<file path="config.mk">
export PLATFORM = sky130hd
export DESIGN_NAME = bitband_xlate
export DESIGN_NICKNAME = d
export VERILOG_FILES = /design/src/rtl/bb_pkg.sv /design/src/rtl/bb_decode.sv /design/src/rtl/bb_lane.sv /design/src/rtl/bb_rmw.sv /design/src/rtl/bitband_xlate.sv
export SDC_FILE = /design/constraint.sdc
export NUM_CORES = 1
export LEC_CHECK = 0
export ABC_AREA = 1
export ABC_CLOCK_PERIOD_IN_PS = 1100
export BUFFER_PORTS_ARGS = -buffer_cell sky130_fd_sc_hd__buf_4
export CAP_MARGIN = 20
export CELL_PAD_IN_SITES_DETAIL_PLACEMENT = 0
export CELL_PAD_IN_SITES_GLOBAL_PLACEMENT = 1
export CORE_UTILIZATION = 25
export CTS_CLUSTER_SIZE = 25
export DETAILED_ROUTE_END_ITERATION = 8
export PLACE_DENSITY_LB_ADDON = 0.08
export SLEW_MARGIN = 20
export SYNTH_ARGS = -nofsm -noshare
export SYNTH_HDL_FRONTEND = slang
export SYNTH_HIERARCHICAL = 1
export SYNTH_SLANG_ARGS = --single-unit
</file>
<file path="constraint.sdc">
create_clock -name clk -period 1.1 [get_ports clk]
set_input_delay 0.055 -clock clk [delete_from_list [all_inputs] [get_ports clk]]
set_output_delay 0.055 -clock clk [all_outputs]
set_load 0.02 [all_outputs]
</file>
<file path="src/rtl/bb_pkg.sv">
package bb_pkg;
   localparam int WORD_W  = 32;
   localparam int LANES   = WORD_W / 8;
   localparam int LANE_W  = $clog2(LANES);
   localparam int WIN_LOG2 = 25;
   typedef enum logic {ST_IDLE, ST_WB} rmw_st_t;
endpackage

</file>
<file path="src/rtl/bb_decode.sv">
module bb_decode #(
   parameter int                ADDR_W       = 32,
   parameter logic [ADDR_W-1:0] REGION_BASE  = 32'h2000_0000,
   parameter logic [ADDR_W-1:0] ALIAS_BASE   = 32'h2200_0000,
   parameter int                REGION_BYTES = 1024
) (
   input  logic [ADDR_W-1:0] addr,
   output logic              in_win,
   output logic              in_span,
   output logic [ADDR_W-3:0] word_addr,
   output logic [1:0]        lane,
   output logic [2:0]        bitn
);
   import bb_pkg::*;
   localparam int OFF_W = WIN_LOG2 - 5;

   if (REGION_BYTES > (1 << OFF_W) || REGION_BYTES < 1) begin : g_bad_span
      $error("REGION_BYTES must be 1..2^20");
   end
   if (ADDR_W <= WIN_LOG2) begin : g_bad_aw
      $error("ADDR_W too small for the alias window");
   end

   logic [ADDR_W-1:0] offs;
   logic [OFF_W-1:0]  byte_off;
   logic [ADDR_W-1:0] tgt;

   always_comb begin
      offs      = addr - ALIAS_BASE;
      in_win    = (addr[ADDR_W-1:WIN_LOG2] == ALIAS_BASE[ADDR_W-1:WIN_LOG2]);
      byte_off  = offs[WIN_LOG2-1:5];
      in_span   = ({{(32-OFF_W){1'b0}}, byte_off} < 32'(REGION_BYTES));
      tgt       = REGION_BASE + {{(ADDR_W-OFF_W){1'b0}}, byte_off};
      word_addr = tgt[ADDR_W-1:2];
      lane      = tgt[1:0];
      bitn      = offs[4:2];
   end
endmodule

</file>
<file path="src/rtl/bb_lane.sv">
module bb_lane
   import bb_pkg::*;
(
   input  logic [WORD_W-1:0] rd_word,
   input  logic [WORD_W-1:0] old_word,
   input  logic [1:0]        lane,
   input  logic [2:0]        bitn,
   input  logic              newbit,
   output logic              bit_out,
   output logic [WORD_W-1:0] new_word,
   output logic [LANES-1:0]  lane_be
);
   logic [LANES-1:0] hit;

   for (genvar i = 0; i < LANES; i++) begin : g_lane
      logic [7:0] mask;
      assign mask       = 8'(1) << bitn;
      assign lane_be[i] = (lane == LANE_W'(i));
      assign hit[i]     = lane_be[i] & rd_word[i*8 + bitn];
      assign new_word[i*8 +: 8] = lane_be[i]
         ? ((old_word[i*8 +: 8] & ~mask) | (newbit ? mask : 8'h00))
         : old_word[i*8 +: 8];
   end

   assign bit_out = |hit;
endmodule

</file>
<file path="src/rtl/bb_rmw.sv">
module bb_rmw
   import bb_pkg::*;
(
   input  logic              clk,
   input  logic              rst_n,
   input  logic              start,
   input  logic              mem_ready,
   input  logic [WORD_W-1:0] mem_rdata,
   output logic              in_wb,
   output logic [WORD_W-1:0] hold_q
);
   rmw_st_t st_q;

   always_ff @(posedge clk or negedge rst_n) begin
      if (!rst_n) begin
         st_q   <= ST_IDLE;
         hold_q <= '0;
      end else begin
         case (st_q)
            ST_IDLE: if (start && mem_ready) begin
               st_q   <= ST_WB;
               hold_q <= mem_rdata;
            end
            ST_WB: if (mem_ready) st_q <= ST_IDLE;
            default: st_q <= ST_IDLE;
         endcase
      end
   end

   assign in_wb = (st_q == ST_WB);

   // the write-back phase lasts until its handshake, then ends
   a_r5_wb_exits: assert property (@(posedge clk) disable iff (!rst_n)
      (in_wb && mem_ready) |=> !in_wb);
endmodule

</file>
<file path="src/rtl/bitband_xlate.sv">
module bitband_xlate #(
   parameter int                ADDR_W       = 32,
   parameter logic [ADDR_W-1:0] REGION_BASE  = 32'h2000_0000,
   parameter logic [ADDR_W-1:0] ALIAS_BASE   = 32'h2200_0000,
   parameter int                REGION_BYTES = 1024,
   parameter int                MID_W        = 2,
   parameter logic [MID_W-1:0]  CPU_ID       = '0,
   parameter bit                CPU_ONLY     = 1'b1
) (
   input  logic              clk,
   input  logic              rst_n,
   input  logic              req_valid,
   output logic              req_ready,
   input  logic              req_write,
   input  logic [ADDR_W-1:0] req_addr,
   input  logic [3:0]        req_be,
   input  logic [31:0]       req_wdata,
   input  logic [MID_W-1:0]  req_mid,
   output logic [31:0]       rsp_rdata,
   output logic              rsp_err,
   output logic              mem_valid,
   input  logic              mem_ready,
   output logic              mem_write,
   output logic [ADDR_W-3:0] mem_addr,
   output logic [3:0]        mem_be,
   output logic [31:0]       mem_wdata,
   input  logic [31:0]       mem_rdata
);
   import bb_pkg::*;

   if (ALIAS_BASE[WIN_LOG2-1:0] != '0) begin : g_bad_align
      $error("ALIAS_BASE must be aligned to the 32 MB window");
   end

   logic              in_win, in_span, bit_out, in_wb, mid_ok;
   logic [ADDR_W-3:0] word_addr;
   logic [1:0]        lane;
   logic [2:0]        bitn;
   logic [31:0]       hold_q, new_word;
   logic [3:0]        lane_be;
   logic              xlate, err_hit, al_rd, al_wr;

   bb_decode #(.ADDR_W(ADDR_W), .REGION_BASE(REGION_BASE), .ALIAS_BASE(ALIAS_BASE),
               .REGION_BYTES(REGION_BYTES)) u_dec (
      .addr(req_addr), .in_win(in_win), .in_span(in_span),
      .word_addr(word_addr), .lane(lane), .bitn(bitn));

   bb_lane u_lane (
      .rd_word(mem_rdata), .old_word(hold_q), .lane(lane), .bitn(bitn),
      .newbit(req_wdata[0]), .bit_out(bit_out), .new_word(new_word), .lane_be(lane_be));

   if (CPU_ONLY) begin : g_cpu_only
      assign mid_ok = (req_mid == CPU_ID);
   end else begin : g_all_masters
      assign mid_ok = 1'b1;
   end

   assign xlate   = req_valid && in_win && mid_ok;
   assign err_hit = xlate && !in_span;
   assign al_rd   = xlate && in_span && !req_write;
   assign al_wr   = xlate && in_span && req_write;

   bb_rmw u_rmw (
      .clk(clk), .rst_n(rst_n), .start(al_wr), .mem_ready(mem_ready),
      .mem_rdata(mem_rdata), .in_wb(in_wb), .hold_q(hold_q));

   always_comb begin
      mem_valid = req_valid;
      mem_write = req_write;
      mem_addr  = req_addr[ADDR_W-1:2];
      mem_be    = req_be;
      mem_wdata = req_wdata;
      req_ready = mem_ready;
      rsp_rdata = mem_rdata;
      rsp_err   = 1'b0;
      if (err_hit) begin
         mem_valid = 1'b0;
         req_ready = 1'b1;
         rsp_err   = 1'b1;
         rsp_rdata = '0;
      end else if (al_rd) begin
         mem_write = 1'b0;
         mem_addr  = word_addr;
         mem_be    = 4'hF;
         rsp_rdata = {31'b0, bit_out};
      end else if (al_wr) begin
         mem_addr  = word_addr;
         rsp_rdata = '0;
         if (!in_wb) begin
            mem_write = 1'b0;
            mem_be    = 4'hF;
            req_ready = 1'b0;
         end else begin
            mem_write = 1'b1;
            mem_be    = lane_be;
            mem_wdata = new_word;
         end
      end
   end

   // no completion during the read phase of an alias write
   a_r5_ready_low_in_read: assert property (@(posedge clk) disable iff (!rst_n)
      (al_wr && !in_wb) |-> !req_ready);
   // write-back is entered only after a completed memory read
   a_r3_wb_after_read: assert property (@(posedge clk) disable iff (!rst_n)
      $rose(in_wb) |-> $past(mem_valid && mem_ready && !mem_write));
   // the write-back touches exactly one byte lane
   a_r4_one_lane: assert property (@(posedge clk) disable iff (!rst_n)
      (in_wb && mem_valid) |-> (mem_write && $countones(mem_be) == 1));
   // an error response makes no memory cycle
   a_r6_err_no_mem: assert property (@(posedge clk) disable iff (!rst_n)
      rsp_err |-> (!mem_valid && req_ready));
   // memory is quiet without a request
   a_r9_idle_quiet: assert property (@(posedge clk) disable iff (!rst_n)
      !req_valid |-> !mem_valid);
endmodule

</file>
## Word-level counts from Yosys, hierarchy flattened

Cells that the tools add are included.

- Bits of input ports: 107
- Register bits after elaboration: 33

- $lt $le $gt $ge: 5
- Mux-type cells: 40
- Reductions and logical operators: 13
- Bitwise operators: 14
- Shift operators: 1
- Equality and inequality tests: 4
- $add $sub $neg: 5

Operators by type and width:

| operator | number |
|---|---|
| $mux 32 | 7 |
| $lt 32x6->1 const B | 3 |
| $mux 30 | 3 |
| $mux 8 | 5 |
| $and 8x8->8 | 4 |
| $or 8x8->8 | 4 |
| $add 30x20->31 const A | 1 |
| $sub 25x1->25 const B | 1 |
| $lt 20x11->1 const B | 1 |
| $mux 1 | 16 |
| $mux 4 | 4 |
| $bmux 1 s5 | 3 |
| $add 5x3->6 const A | 2 |
| $not 8->8 | 1 |
| $shl 1x3->8 const A | 1 |
| $eq 7x5->1 const B | 1 |
| $logic_and 1x1->1 | 7 |
| $lt 3x6->1 const B | 1 |
| $add 4x3->5 const A | 1 |
| $and 1x1->1 | 4 |
| $eq 2x2->1 const B | 2 |
| $logic_not 2->1 | 2 |
| $reduce_or 4->1 | 1 |
| $bmux 1 s3 | 1 |
| other kinds (5) | 6 |

## Logic depth before layout (Yosys ltp)

Gate-level depths: netlist (run 1).

- Word-level depth: 10
- Mapped depth: 14

## By module

Netlist (run 1), hierarchy kept.

Modules (own cells, without submodules):

| module | cells an instance | area an instance (µm²) | times used |
|---|---|---|---|
| bitband_xlate | 418 | 1684.1 | 1 |
| bb_rmw | 146 | 1386.3 | 1 |
| bb_lane | 204 | 975.9 | 1 |
| bb_decode | 50 | 327.8 | 1 |

## Worst setup path before layout (run 1)

OpenSTA, ideal clock, no wires.

- Kind: input-to-reg
- From: in req_addr[21]
- To: reg u_rmw.hold_q[14]
- Stages: 12
- Slack: -0.311 ns
- Data arrival time: 1.294 ns
- Buffers on the path: 4
- Setup time: 0.117 ns
- Cell sequence: nor2_1 > nand3_1 > nor2_1 > buf_2 > nand4_2 > inv_2 > buf_4 > buf_4 > nand3_4 > buf_6 > nand2_1 > nand2_1

- Cells in the longest elaborated chain, start to end: 6

Ends and longest elaborated chain:

| what | line | RTL |
|---|---|---|
| start: declaration | bitband_xlate.sv:15 | `input logic [ADDR_W-1:0] req_addr,` |
| $sub 25x1->25 | bb_decode.sv:29 | `offs = addr - ALIAS_BASE;` |
| $lt 20x11->1 | bb_decode.sv:32 | `in_span = ({{(32-OFF_W){1'b0}}, byte_off} < 32'(REGION_BYTES));` |
| via in_span | bitband_xlate.sv:35 | `logic in_win, in_span, bit_out, in_wb, mid_ok;` |
| $logic_and 1x1->1 (2 in series) | bitband_xlate.sv:61 | `assign al_wr = xlate && in_span && req_write;` |
| via al_wr | bitband_xlate.sv:41 | `logic xlate, err_hit, al_rd, al_wr;` |
| $logic_and 1x1->1 | bb_rmw.sv:20 | `ST_IDLE: if (start && mem_ready) begin` |
| $reduce_and 2->1 (no line) | -- |  |
| end signal: assignment | bb_rmw.sv:22 | `hold_q <= mem_rdata;` |
| end: declaration | bb_rmw.sv:10 | `output logic [WORD_W-1:0] hold_q` |

The timed path passes the listed nets, and every way through them passes these cells.
A chain may end at the register's enable or synchronous reset.

## Worst setup path after layout (run 1)

- From: in req_addr[22]
- To: reg u_rmw.hold_q[14]

- Cells in the longest elaborated chain, start to end: 6

Ends and longest elaborated chain:

| what | line |
|---|---|
| $sub 25x1->25 | bb_decode.sv:29 |
| $lt 20x11->1 | bb_decode.sv:32 |
| via in_span | bitband_xlate.sv:35 |
| $logic_and 1x1->1 (2 in series) | bitband_xlate.sv:61 |
| $logic_and 1x1->1 | bb_rmw.sv:20 |
| $reduce_and 2->1 (no line) | -- |

The timed path passes the listed nets, and every way through them passes these cells.

==> impl_results.md, run 1 <==
- Largest net degree at the start of global routing: 38
- Area growth syn-to-layout: 100.6%
- Antenna viol nets, final: 0
- Total iterations of the first detailed-routing run: 4
- Worst min path class: input pin to register
- Vert. Die Dim: 134.3 um
- Leak: roughly 4.7 nW
- Later-pin clock latency in the skew report: between 200 and 300 ps
- Reg clk slew, reported paths: ~50 ps
- Antenna fix cells: 0
- Worst path max stage delay: ~240 ps
- Global-route wire length before repair: 27,500 um
- PD cells: ~540 nW/um^2
- Synthesized area: 4374 um^2
- Average size of a mapped cell: 5.347 um^2
- Fin crit period: 1451 ps
- Fill cells: between 1,500 and 2,000
- Vias: 5,759
- Post-place instance area: approximately 6600 um^2
- Setup CP Type: input pin to register
- Worst Setup End Kind: register
- Worst path required time: 1260 ps
- Pre-CTS setup slack: -358.6 ps
- Slew Limit Fails: 0
- Multi-input logic area: 3705 um^2
- #FFs+latches synth: 33
- Clock tree buffer depth: 2
- Fin area: slightly below 9000 um^2
- Final worst setup slack: -351.2 ps
- CTS tree: yes
- Clock root cell: clkbuf_16
- # rows: 47
- Post-Route WL: 19,990 um
- GRT Overall Usage: 19.27%
- Maxcap violations: 0
- Avg Vias per Cell: about 4.4
- Share of cells above drive strength 1: around 55%
- Vias in the first global route: ~5,000
- Total clock buffers created by CTS: 5
- Critical-path cell list: buf_4 > nor2_4 > nand3_2 > nor2_4 > buf_6 > nand4_4 > clkinv_4 > buf_12 > buf_8 > nand3_4 > clkbuf_16 > nand2_2 > nand2_1
- Synth cell types: 27
- Peak VDD IR: about 0.53 mV
- Core area: approximately 17,000 um^2
- Most frequent CP cell: nor2_4
- H-tree Lvls: 2
- GR Overflow Total: 0
- CTS Sinks: 33
- Initial Utilization: 26.01%
- Gate Count Post-Synth: ~820
- Worst path slowest cell: clkbuf_16
- Worst Path Max Fanout: 8
- RSZ-0062 raised after global routing: yes
- Hold Vio Cnt, Final: 0
- Status: finished with violations
- Yosys warning total: 6
- Failing checks: negative setup slack
- Final setup viols: approximately 140
- Fmax: between 0.6 and 0.7 GHz
- Die width: roughly 130 um
- WP buf/inv: 6
- CP Launch Type: input pin
- Detailed-route wire length per cell: 15.22 um
- Port-buffer cells: 206
- # DRC: 0
- Clock Skew: ~5.6 ps
- Power consumption: around 4.8 mW
- Io pins: roughly 210
- Initial detailed-routing violation count: just under 300
- # nets final: 1,199
- Post-route setup TNS: -38,190 ps
- Initial antenna violation count: 0
- Reg area: about 830 um^2
- HPWL after DPL: roughly 14,000 um
- Critical Path AT: 1610 ps
- Top delay family on crit path: buffers and inverters
- Post-synthesis sequential area ratio: between 10% and 20%
- Die ar.: about 18,000 um^2
- GP Congestion: around 0.8
- Final worst-path cycle share: 131.9%
==> per-stage QoR <==
stage / hold slack (ps) / std cells / util, %
finish: 79.67 / 1313 / 52.17
floorplan: -240.6 / 828 / -
CTS: 61.99 / 1285 / 42.69
global route: 94.23 / 1313 / 52.17
global placement: 24.01 / 1266 / 39.46
detailed placement: 27.13 / 1266 / 39.46
==> worst reg2reg max path: cells and delay by family (launching register included) <==
kind / cells / cell delay, ps
flip-flops: 1 / 460
buffers and inverters: 3 / 480
AND/OR/NAND/NOR: 3 / 260
==> sequential cells by signal, indices dropped and copies added, names as in the netlist <==
signal	cells
u_rmw/hold_q	32
u_rmw/in_wb	1
==> placed cells by master (no fill, tap or decap), types with 32 or more instances in the layout <==
master   synthesis  final
nand2_1        448    274
buf_4           43    191
nand2_2          4    126
buf_6           12    111
inv_1           61     54
nand2_4          1     52
nand4_1         38     38
nor2_4           5     35
o21ai_0         45     33
dfrtp_1         33     32
==> where the power goes <==
part / switching (mW) / internal [mW]
combinational: 1.06 / 1.04
clock: 0.496 / 0.957
sequential: 0.0000182 / 1.22
total: 1.56 / 3.22
==> cells in the mapped netlist, drive strengths merged <==
library cell	count	share of area, %
clkbuf	6	0.60
o21ai	55	6.3
dfrtp	33	19
nand2	453	39
nand3b	2	0.34
a21oi	4	0.46
nor2	56	5.8
nand4	39	5.7
conb	2	0.17
nand3	22	2.9
buf	80	14
inv	66	5.8
==> area by class of cell <==
type / instances / share of cell area, %
Tap cell: 220 / 3.137
Inverter: 66 / 3.080
Clock buffer: 7 / 1.740
Multi-Input combinational cell: 643 / 42.22
Clock inverter: 1 / 0.05704
Sequential cell: 33 / 9.425
Timing Repair Buffer: 343 / 40.34
==> repair_timing <==
| item | CTS | global route |
|---|---|---|
| gates cloned | 4 | 16 |
| setup endpoints to repair | 134 | 135 |
| gates resized for setup | 70 | 341 |
| pin swaps | 10 | 39 |
| hold buffers | 1 | 0 |
| endpoints found under the hold margin | 33 | 0 |
| setup buffers | 6 | 12 |
==> cell families (layout without fill, tap and decap cells) <==
group	count (synthesis)	in the layout	synth area share [%]
AOI/OAI and AO/OA	59	59	6.751
DFF	33	33	18.88
buffers and inverters	152	417	20.11
and+or+nand+nor	572	572	54.09
other	2	12	0.1717
==> worst paths after layout <==
kind	slack, ps	cells past startpoint	to	start
min in group asynchronous	260	2	u_rmw/hold_q[17]$_DFFE_PN0P_	rst_n
worst min-delay path	80	3	u_rmw/hold_q[1]$_DFFE_PN0P_	mem_rdata[1]
max in group asynchronous	510	2	u_rmw/in_wb$_DFF_PN0_	rst_n
worst max-delay path	-350	13	u_rmw/hold_q[14]$_DFFE_PN0P_	req_addr[22]
worst min register to register	480	2	u_rmw/hold_q[16]$_DFFE_PN0P_	u_rmw/hold_q[16]$_DFFE_PN0P_
worst max register to register	-230	6	u_rmw/hold_q[14]$_DFFE_PN0P_	u_rmw/in_wb$_DFF_PN0_
==> routing by layer <==
| layer | GRT usage [%] | vias to the layer above | part of all wire [%] |
|---|---|---|---|
| li1 | - | 3036 | - |
| met1 | 28.72 | 2543 | 48 |
| met2 | 29.71 | 168 | 46 |
| met3 | 2.230 | 12 | 5.0 |
| met4 | 3.558 | 0 | 0.90 |
| met5 | 0 | - | 0 |
Power figures use the tool's default switching activity.
==> run 2, diff against run 1 <==
--- a/config.mk
+++ b/config.mk
@@ -14,7 +14,9 @@
 export CORE_UTILIZATION = 25
 export CTS_CLUSTER_SIZE = 25
 export DETAILED_ROUTE_END_ITERATION = 8
+export GPL_ROUTABILITY_DRIVEN = 1
 export PLACE_DENSITY_LB_ADDON = 0.08
+export SKIP_LAST_GASP = 1
 export SLEW_MARGIN = 20
 export SYNTH_ARGS = -nofsm -noshare
 export SYNTH_HDL_FRONTEND = slang
==> impl_results.md, run 2 (synthesis results as in run 1) <==
- Antenna viol nets, final: 0 (unchanged)
- Worst Path Max Fanout: 8 (unchanged)
- Routed wl met3: 983 um (-1.8%)
- Hold Vio Cnt, Final: 0 (unchanged)
- Setup CP Type: input pin to output pin
- Post-Route WL: 20,020 um (+0.17%)
- # nets final: 1,200 (+0.083%)
- Worst min path class: input pin to register
- GR Overflow Total: 0 (unchanged)
- Most frequent cells in the layout: nand2_1 (284), buf_4 (218), nand2_2 (115)
- Global-route wire length before repair: 27,390 um (-0.43%)
- CTS Sinks: 33 (unchanged)
- Uppermost layer routed: met4
- Antenna fix cells: 0 (unchanged)
- Avg Vias per Cell: 4.390 (about the same)
- Die width: 134.3 um (unchanged)
- CTS tree: yes
- Status: finished with violations
- Post-route setup TNS: -40,650 ps (-2453 ps)
- Core area: 16,820 um^2 (unchanged)
- CP Launch Point: req_addr[28]
- Worst path max stage delay: 210 ps (-30 ps)
- Number of flip-flops in the largest register: 32 (unchanged)
- Slew Limit Fails: 0 (unchanged)
- Vert. Die Dim: 134.3 um (unchanged)
- Largest net degree at the start of global routing: 38 (unchanged)
- CP Launch Type: input pin
- Reg clk slew, reported paths: 50 ps (about the same)
- Vias in the first global route: 4,970 (-0.82%)
- FF-to-FF Start: u_rmw/in_wb$_DFF_PN0_
- Fill cells: 1,764 (+1.7%)
- Non-Filler Instances: 1,314 (+0.076%)
- Met1 Wirelength: 9603 um (+0.30%)
- Met2 WL: 9220 um (-0.14%)
- GRT Overall Usage: 19.20% (-0.073 points)
- Clock root cell: clkbuf_16
- Worst path slowest cell: clkbuf_16
- Io pins: 209 (unchanged)
- Failing checks: negative setup slack
- Register-to-register setup slack: -240 ps (about the same)
- Port-buffer cells: 206 (unchanged)
- Critical Path AT: 1390 ps (-220 ps)
- Critical-path cell list: buf_8 > nor2_4 > nand3b_1 > nor2_2 > nand2_2 > buf_6 > nor2_4 > nand2_4 > clkbuf_16 > nand2_4 > nand2_2 > buf_6
- Later-pin clock latency in the skew report: 280 ps (about the same)
- Worst path required time: 1040 ps (-220 ps)
- Final setup viols: 135 (unchanged)
- Die ar.: 18,030 um^2 (unchanged)
- Worst Hold Depth: 3 (unchanged)
- Total clock buffers created by CTS: 5 (unchanged)
- Crit path to: mem_addr[25]
- Initial antenna violation count: 0 (unchanged)
- HPWL after DPL: 14,030 um (unchanged)
- Number of cells on the critical path: 12 (-1)
- Worst Setup End Kind: output pin
- H-tree Lvls: 2 (unchanged)
- Maxcap violations: 0 (unchanged)
- Share of cells above drive strength 1: 53.38% (-1.5 points)
- Total iterations of the first detailed-routing run: 4 (unchanged)
- Final worst setup slack: -348.1 ps (+3.045 ps)
- Clock Skew: 6.216 ps (+0.6005 ps)
- Biggest register: u_rmw/hold_q
- Commonest non-fill, non-tap cell in the layout: nand2_1
- Final worst-path cycle share: 131.6% (-0.28 points)
- Initial detailed-routing violation count: 287 (-2.4%)
- Vias: 5,768 (+0.16%)
- Cell count after placement: 1,266 (unchanged)
- Initial Utilization: 26.01% (unchanged)
- Multi-input logic area: 3650 um^2 (-1.5%)
- Fin area: 8667 um^2 (-1.2%)
- Capturing point of the worst reg2reg path: u_rmw/hold_q[9]$_DFFE_PN0P_
- Worst reg-to-reg path cell count: 6 (unchanged)
- RSZ-0062 raised after global routing: yes
- Reg area: 827.0 um^2 (unchanged)
- GP Congestion: 0.7870 (unchanged)
- PD cells: 549.1 nW/um^2 (+0.89%)
- WP buf/inv: 4 (-2)
- # DRC: 0 (unchanged)
- Top delay family on crit path: simple AND/OR/NAND/NOR gates
- Fin crit period: 1448 ps (-3.045 ps)
- Post-place instance area: 6636 um^2 (unchanged)
- Area growth syn-to-layout: 98.14%
- Clock tree buffer depth: 2 (unchanged)
- Detailed-route wire length per cell: 15.24 um (about the same)
- Leak: 4.546 nW (-2.6%)
- Peak VDD IR: 0.5296 mV (+0.43%)
- Fmax: 0.6906 GHz (+0.21%)
- # rows: 47 (unchanged)
[run 2: changes by cell type in the layout (fill, tap and decap cells not counted), moves of 2 or more]
cell       change
nor2_4         -2
nor2_2         -3
nand2_1       +10
clkbuf_16      +2
nand2_4        +2
buf_4         +27
nor2_1         +5
buf_6         -28
nand2_2       -11
[run 2: timing repair]
item	in CTS	in global routing
hold buffers	1	0
setup buffers	6	12
endpoints found under the setup margin	134	135
pin swaps	9	33
resized for setup	36	331
hold endpoints to repair	33	0
cloned	4	17
[run 2: area by class of cell]
class                           instances  area share, %
Tap cell                              220          3.176
Timing Repair Buffer                  344          40.18
Multi-Input combinational cell        643          42.11
Sequential cell                        33          9.542
Inverter                               66          3.176
Clock buffer                            7          1.761
Clock inverter                          1        0.05775
[run 2: per-stage QoR]
step	utilization (%)	setup slack [ps]	total power, mW	hold slack, ps
after floorplan	-	-210.3	2.104	-240.6
after global placement	39.46	-358.4	3.014	24.01
after detailed placement	39.46	-358.6	3.008	27.13
after CTS	41.98	-351.4	4.498	61.99
after global routing	51.53	-463.0	4.977	92.73
final	51.53	-348.1	4.759	79.59
[run 2: routing by layer]
layer / vias up / global-route usage (%)
met5: - / 0
met4: 0 / 3.496
met3: 14 / 2.343
met2: 154 / 29.50
met1: 2564 / 28.63
li1: 3036 / -
[run 2: worst min path at each step]
stage | startpoint | endpoint
after floorplan | rst_n | u_rmw/hold_q[0]$_DFFE_PN0P_
after global placement | rst_n | u_rmw/hold_q[20]$_DFFE_PN0P_
final | mem_rdata[8] | u_rmw/hold_q[8]$_DFFE_PN0P_
after CTS | mem_rdata[1] | u_rmw/hold_q[1]$_DFFE_PN0P_
after detailed placement | rst_n | u_rmw/hold_q[20]$_DFFE_PN0P_
after global routing | mem_rdata[1] | u_rmw/hold_q[1]$_DFFE_PN0P_
[run 2: worst register-to-register path: stages (launching register included)]
cell	delay [ps]
dfrtp_2	460
buf_4	160
inv_2	90
nand3_4	170
clkbuf_16	240
nand2_2	70
nand2_1	40
[run 2: power breakdown]
group / switching (mW) / leakage, nW / internal [mW]
Clock: 0.501 / 0.0799 / 0.957
Sequential: 0.0000182 / 0.460 / 1.22
Combinational: 1.05 / 4.01 / 1.04
Total: 1.55 / 4.55 / 3.21
==> run 3, diff against run 2 <==
--- a/config.mk
+++ b/config.mk
@@ -5,12 +5,11 @@
 export SDC_FILE = /design/constraint.sdc
 export NUM_CORES = 1
 export LEC_CHECK = 0
-export ABC_AREA = 1
 export ABC_CLOCK_PERIOD_IN_PS = 1100
 export BUFFER_PORTS_ARGS = -buffer_cell sky130_fd_sc_hd__buf_4
-export CAP_MARGIN = 20
 export CELL_PAD_IN_SITES_DETAIL_PLACEMENT = 0
 export CELL_PAD_IN_SITES_GLOBAL_PLACEMENT = 1
+export CORE_ASPECT_RATIO = 1.25
 export CORE_UTILIZATION = 25
 export CTS_CLUSTER_SIZE = 25
 export DETAILED_ROUTE_END_ITERATION = 8
==> impl_results.md, run 3 <==
- Status: finished with violations
- Failing checks: negative setup slack
- Number of synthesized flops with an enable pin: 0 (unchanged)
- Met2 Usage GRT: 35.23% (+5.7 points)
- Most frequent cells after synthesis: mux2_4 (64), buf_4 (37), and2_1 (33), dfrtp_1 (33)
- CP Launch Type: input pin
- Largest net degree at the start of global routing: 34 (-11%)
- Io pins: 209 (unchanged)
- Post-Route WL: 15,150 um (-24%)
- GRT Overall Usage: 18.58% (-0.62 points)
- PD cells: 621.4 nW/um^2 (+13%)
- Average size of a mapped cell: 10.62 um^2 (+99%)
- Most numerous cell in the Yosys netlist: mux2_4
- Clock Skew: 2.057 ps (-4.159 ps)
- Synth cell types: 38 (+41%)
- Global-route wire length before repair: 22,360 um (-18%)
- Final setup viols: 135 (unchanged)
- RSZ-0062 raised after global routing: yes
- Worst path max stage delay: 530 ps (+320 ps)
- # nets final: 741 (-38%)
- Post-place instance area: 6131 um^2 (-7.6%)
- CTS tree: yes
- Avg Vias per Cell: 4.544 (+3.5%)
- Clock tree buffer depth: 2 (unchanged)
- Number of flip-flops in the largest register: 32 (unchanged)
- Final core occ: 47.02% (-4.5 points)
- Worst path required time: 1040 ps (about the same)
- Worst Setup End Kind: output pin
- Most frequent cells in the layout: buf_4 (215), mux2_4 (96), buf_6 (69)
- Initial Utilization: 25.75% (-0.26 points)
- Antenna viol nets, final: 0 (unchanged)
- GR Overflow Total: 0 (unchanged)
- Total iterations of the first detailed-routing run: 5 (+1)
- Port-buffer cells: 206 (unchanged)
- Worst min path class: input pin to register
- Post-synthesis sequential area ratio: 21.36% (+2.5 points)
- Biggest register: u_rmw/hold_q
- WP buf/inv: 4 (unchanged)
- Vias: 3,708 (-36%)
- Die ar.: 15,970 um^2 (-11%)
- Final worst setup slack: -918.4 ps (-570.3 ps)
- Worst path slowest cell: or4_4
- Maxcap violations: 0 (unchanged)
- Synthesized area: 3866 um^2 (-12%)
- Peak VDD IR: 0.4936 mV (-6.8%)
- Yosys warning total: 6 (unchanged)
- Area contributors post-synth: mux2_4 (25%), dfrtp_1 (21%), mux2_1 (9.0%), mux2_2 (9.0%), buf_4 (7.2%)
- Total clock buffers created by CTS: 5 (unchanged)
- Hold Vio Cnt, Final: 0 (unchanged)
- Top delay family on crit path: simple AND/OR/NAND/NOR gates
- Initial detailed-routing violation count: 130 (-55%)
- Fmax: 0.4954 GHz (-28%)
- Share of synthesized flip-flops with an asynchronous set or reset: 100.0% (unchanged)
- Critical Path AT: 1960 ps (+570 ps)
- Die width: 113.2 um (-16%)
- GP Congestion: 0.7398 (-6.0%)
- Worst Path Max Fanout: 6 (-2)
- Fin area: 7059 um^2 (-19%)
- Area growth syn-to-layout: 82.59%
- Final worst-path cycle share: 183.5% (+52 points)
- Leak: 3.790 nW (-17%)
- Reg clk slew, reported paths: 50 ps (about the same)
- Critical-path cell list: buf_6 > or4_4 > nor4_4 > nand3_2 > nor2_4 > buf_12 > buf_12 > mux2_4 > buf_6
- Fin crit period: 2018 ps (+570.3 ps)
- Commonest non-fill, non-tap cell in the layout: buf_4
- Vert. Die Dim: 141.0 um (+5.0%)
- Pre-CTS setup slack: -1070 ps (-710.9 ps)
- Setup CP Type: input pin to output pin
- Yosys top cell by area: mux2_4
- HPWL after DPL: 11,380 um (-19%)
- # DRC: 0 (unchanged)
- Share of cells above drive strength 1: 78.55% (+25 points)
- Gate Count Post-Synth: 364 (-56%)
- Commonest register cell after synthesis: dfrtp_1
- Power consumption: 4.386 mW (-7.8%)
- Vias in the first global route: 4,085 (-18%)
- Later-pin clock latency in the skew report: 280 ps (about the same)
- Met3 Use GR: 4.987% (+2.6 points)
- Clock root cell: clkbuf_16
- Top cell type's share of synthesized area: 24.85% (-14 points)
- CTS Sinks: 33 (unchanged)
- Slew Limit Fails: 0 (unchanged)
- Core area: 15,010 um^2 (-11%)
- Initial antenna violation count: 0 (unchanged)
- Antenna fix cells: 0 (unchanged)
- Fill cells: 1,424 (-19%)
- Most crowded layer after global routing: met2
- #FFs+latches synth: 33 (unchanged)
- Detailed-route wire length per cell: 18.56 um (+22%)
- H-tree Lvls: 2 (unchanged)
- Met1 Use GR: 20.24% (-8.4 points)
- # rows: 50 (+6.4%)
==> run 3: changes by cell type in the layout (fill, tap and decap cells not counted), moves of 16 or more <==
cell / delta
nand2_1: -262
nand2_2: -115
mux2_4: +96
nand2_4: -54
inv_1: -50
nand4_1: -38
o21ai_0: -33
and2_4: +31
nor2_4: -30
mux2_2: +29
o21ai_1: -21
mux2i_1: +16
==> run 3: what timing repair did <==
| item | 4_1_cts | 5_1_grt |
|---|---|---|
| setup endpoints to repair | 135 | 135 |
| buffers inserted | 9 | 7 |
| hold buffers | 2 | 0 |
| pin swaps | 4 | 3 |
| gates resized for setup | 63 | 39 |
| hold endpoints to repair | 34 | 0 |
| cloned | 7 | 3 |
==> run 3: final timing paths <==
check / from / to / slack (ps) / cells after the start
max in group asynchronous: rst_n / u_rmw/hold_q[22]$_DFFE_PN0P_ / 480 / 2
max: req_addr[17] / mem_wdata[29] / -920 / 9
min reg2reg: u_rmw/hold_q[27]$_DFFE_PN0P_ / u_rmw/hold_q[27]$_DFFE_PN0P_ / 510 / 1
min in group asynchronous: rst_n / u_rmw/hold_q[10]$_DFFE_PN0P_ / 280 / 2
max reg2reg: u_rmw/in_wb$_DFF_PN0_ / u_rmw/hold_q[14]$_DFFE_PN0P_ / -390 / 5
min: mem_rdata[5] / u_rmw/hold_q[5]$_DFFE_PN0P_ / 30 / 2
==> run 3: where the power goes <==
group / total (mW) / leakage [nW] / internal (mW) / switching (mW)
logic: 1.78 / 3.26 / 1.01 / 0.767
clock network: 1.39 / 0.0700 / 0.888 / 0.503
registers: 1.22 / 0.461 / 1.22 / 0.00000893
total: 4.39 / 3.79 / 3.12 / 1.27
==> run 3: per-stage QoR <==
stage	hold WS (ps)	setup TNS (ps)	cells
4_1_cts	28.12	-105500	809
3_5_place_dp	53.18	-114610	784
2_1_floorplan	-240.6	-69190	374
6_report	34.57	-105340	816
5_1_grt	32.63	-115320	816
3_3_place_gp	49.88	-111730	784
==> run 3: cells by family after synthesis <==
group	Yosys count	share of synthesized area (%)
and+or+nand+nor	105	16.15
AOI/OAI and AO/OA	21	3.528
DFF	33	21.36
muxes	142	47.05
other	2	0.1942
buffers and inverters	61	11.72
==> run 3: area by class of cell <==
type / instances / area, um^2 / share of cell area, %
repair buffers: 309 / 2919 / 41.35
flip-flops and latches: 33 / 825.8 / 11.70
clock buffers: 7 / 142.6 / 2.021
multi-input cells: 280 / 2925 / 41.44
well taps: 182 / 227.7 / 3.226
inverters: 5 / 18.77 / 0.2659
==> run 3: metal layers <==
| layer | part of all wire, % | vias to the layer above |
|---|---|---|
| met3 | 7.1 | 15 |
| met1 | 37 | 1768 |
| met5 | 0 | - |
| met4 | 1.2 | 0 |
| li1 | - | 1772 |
| met2 | 54 | 153 |
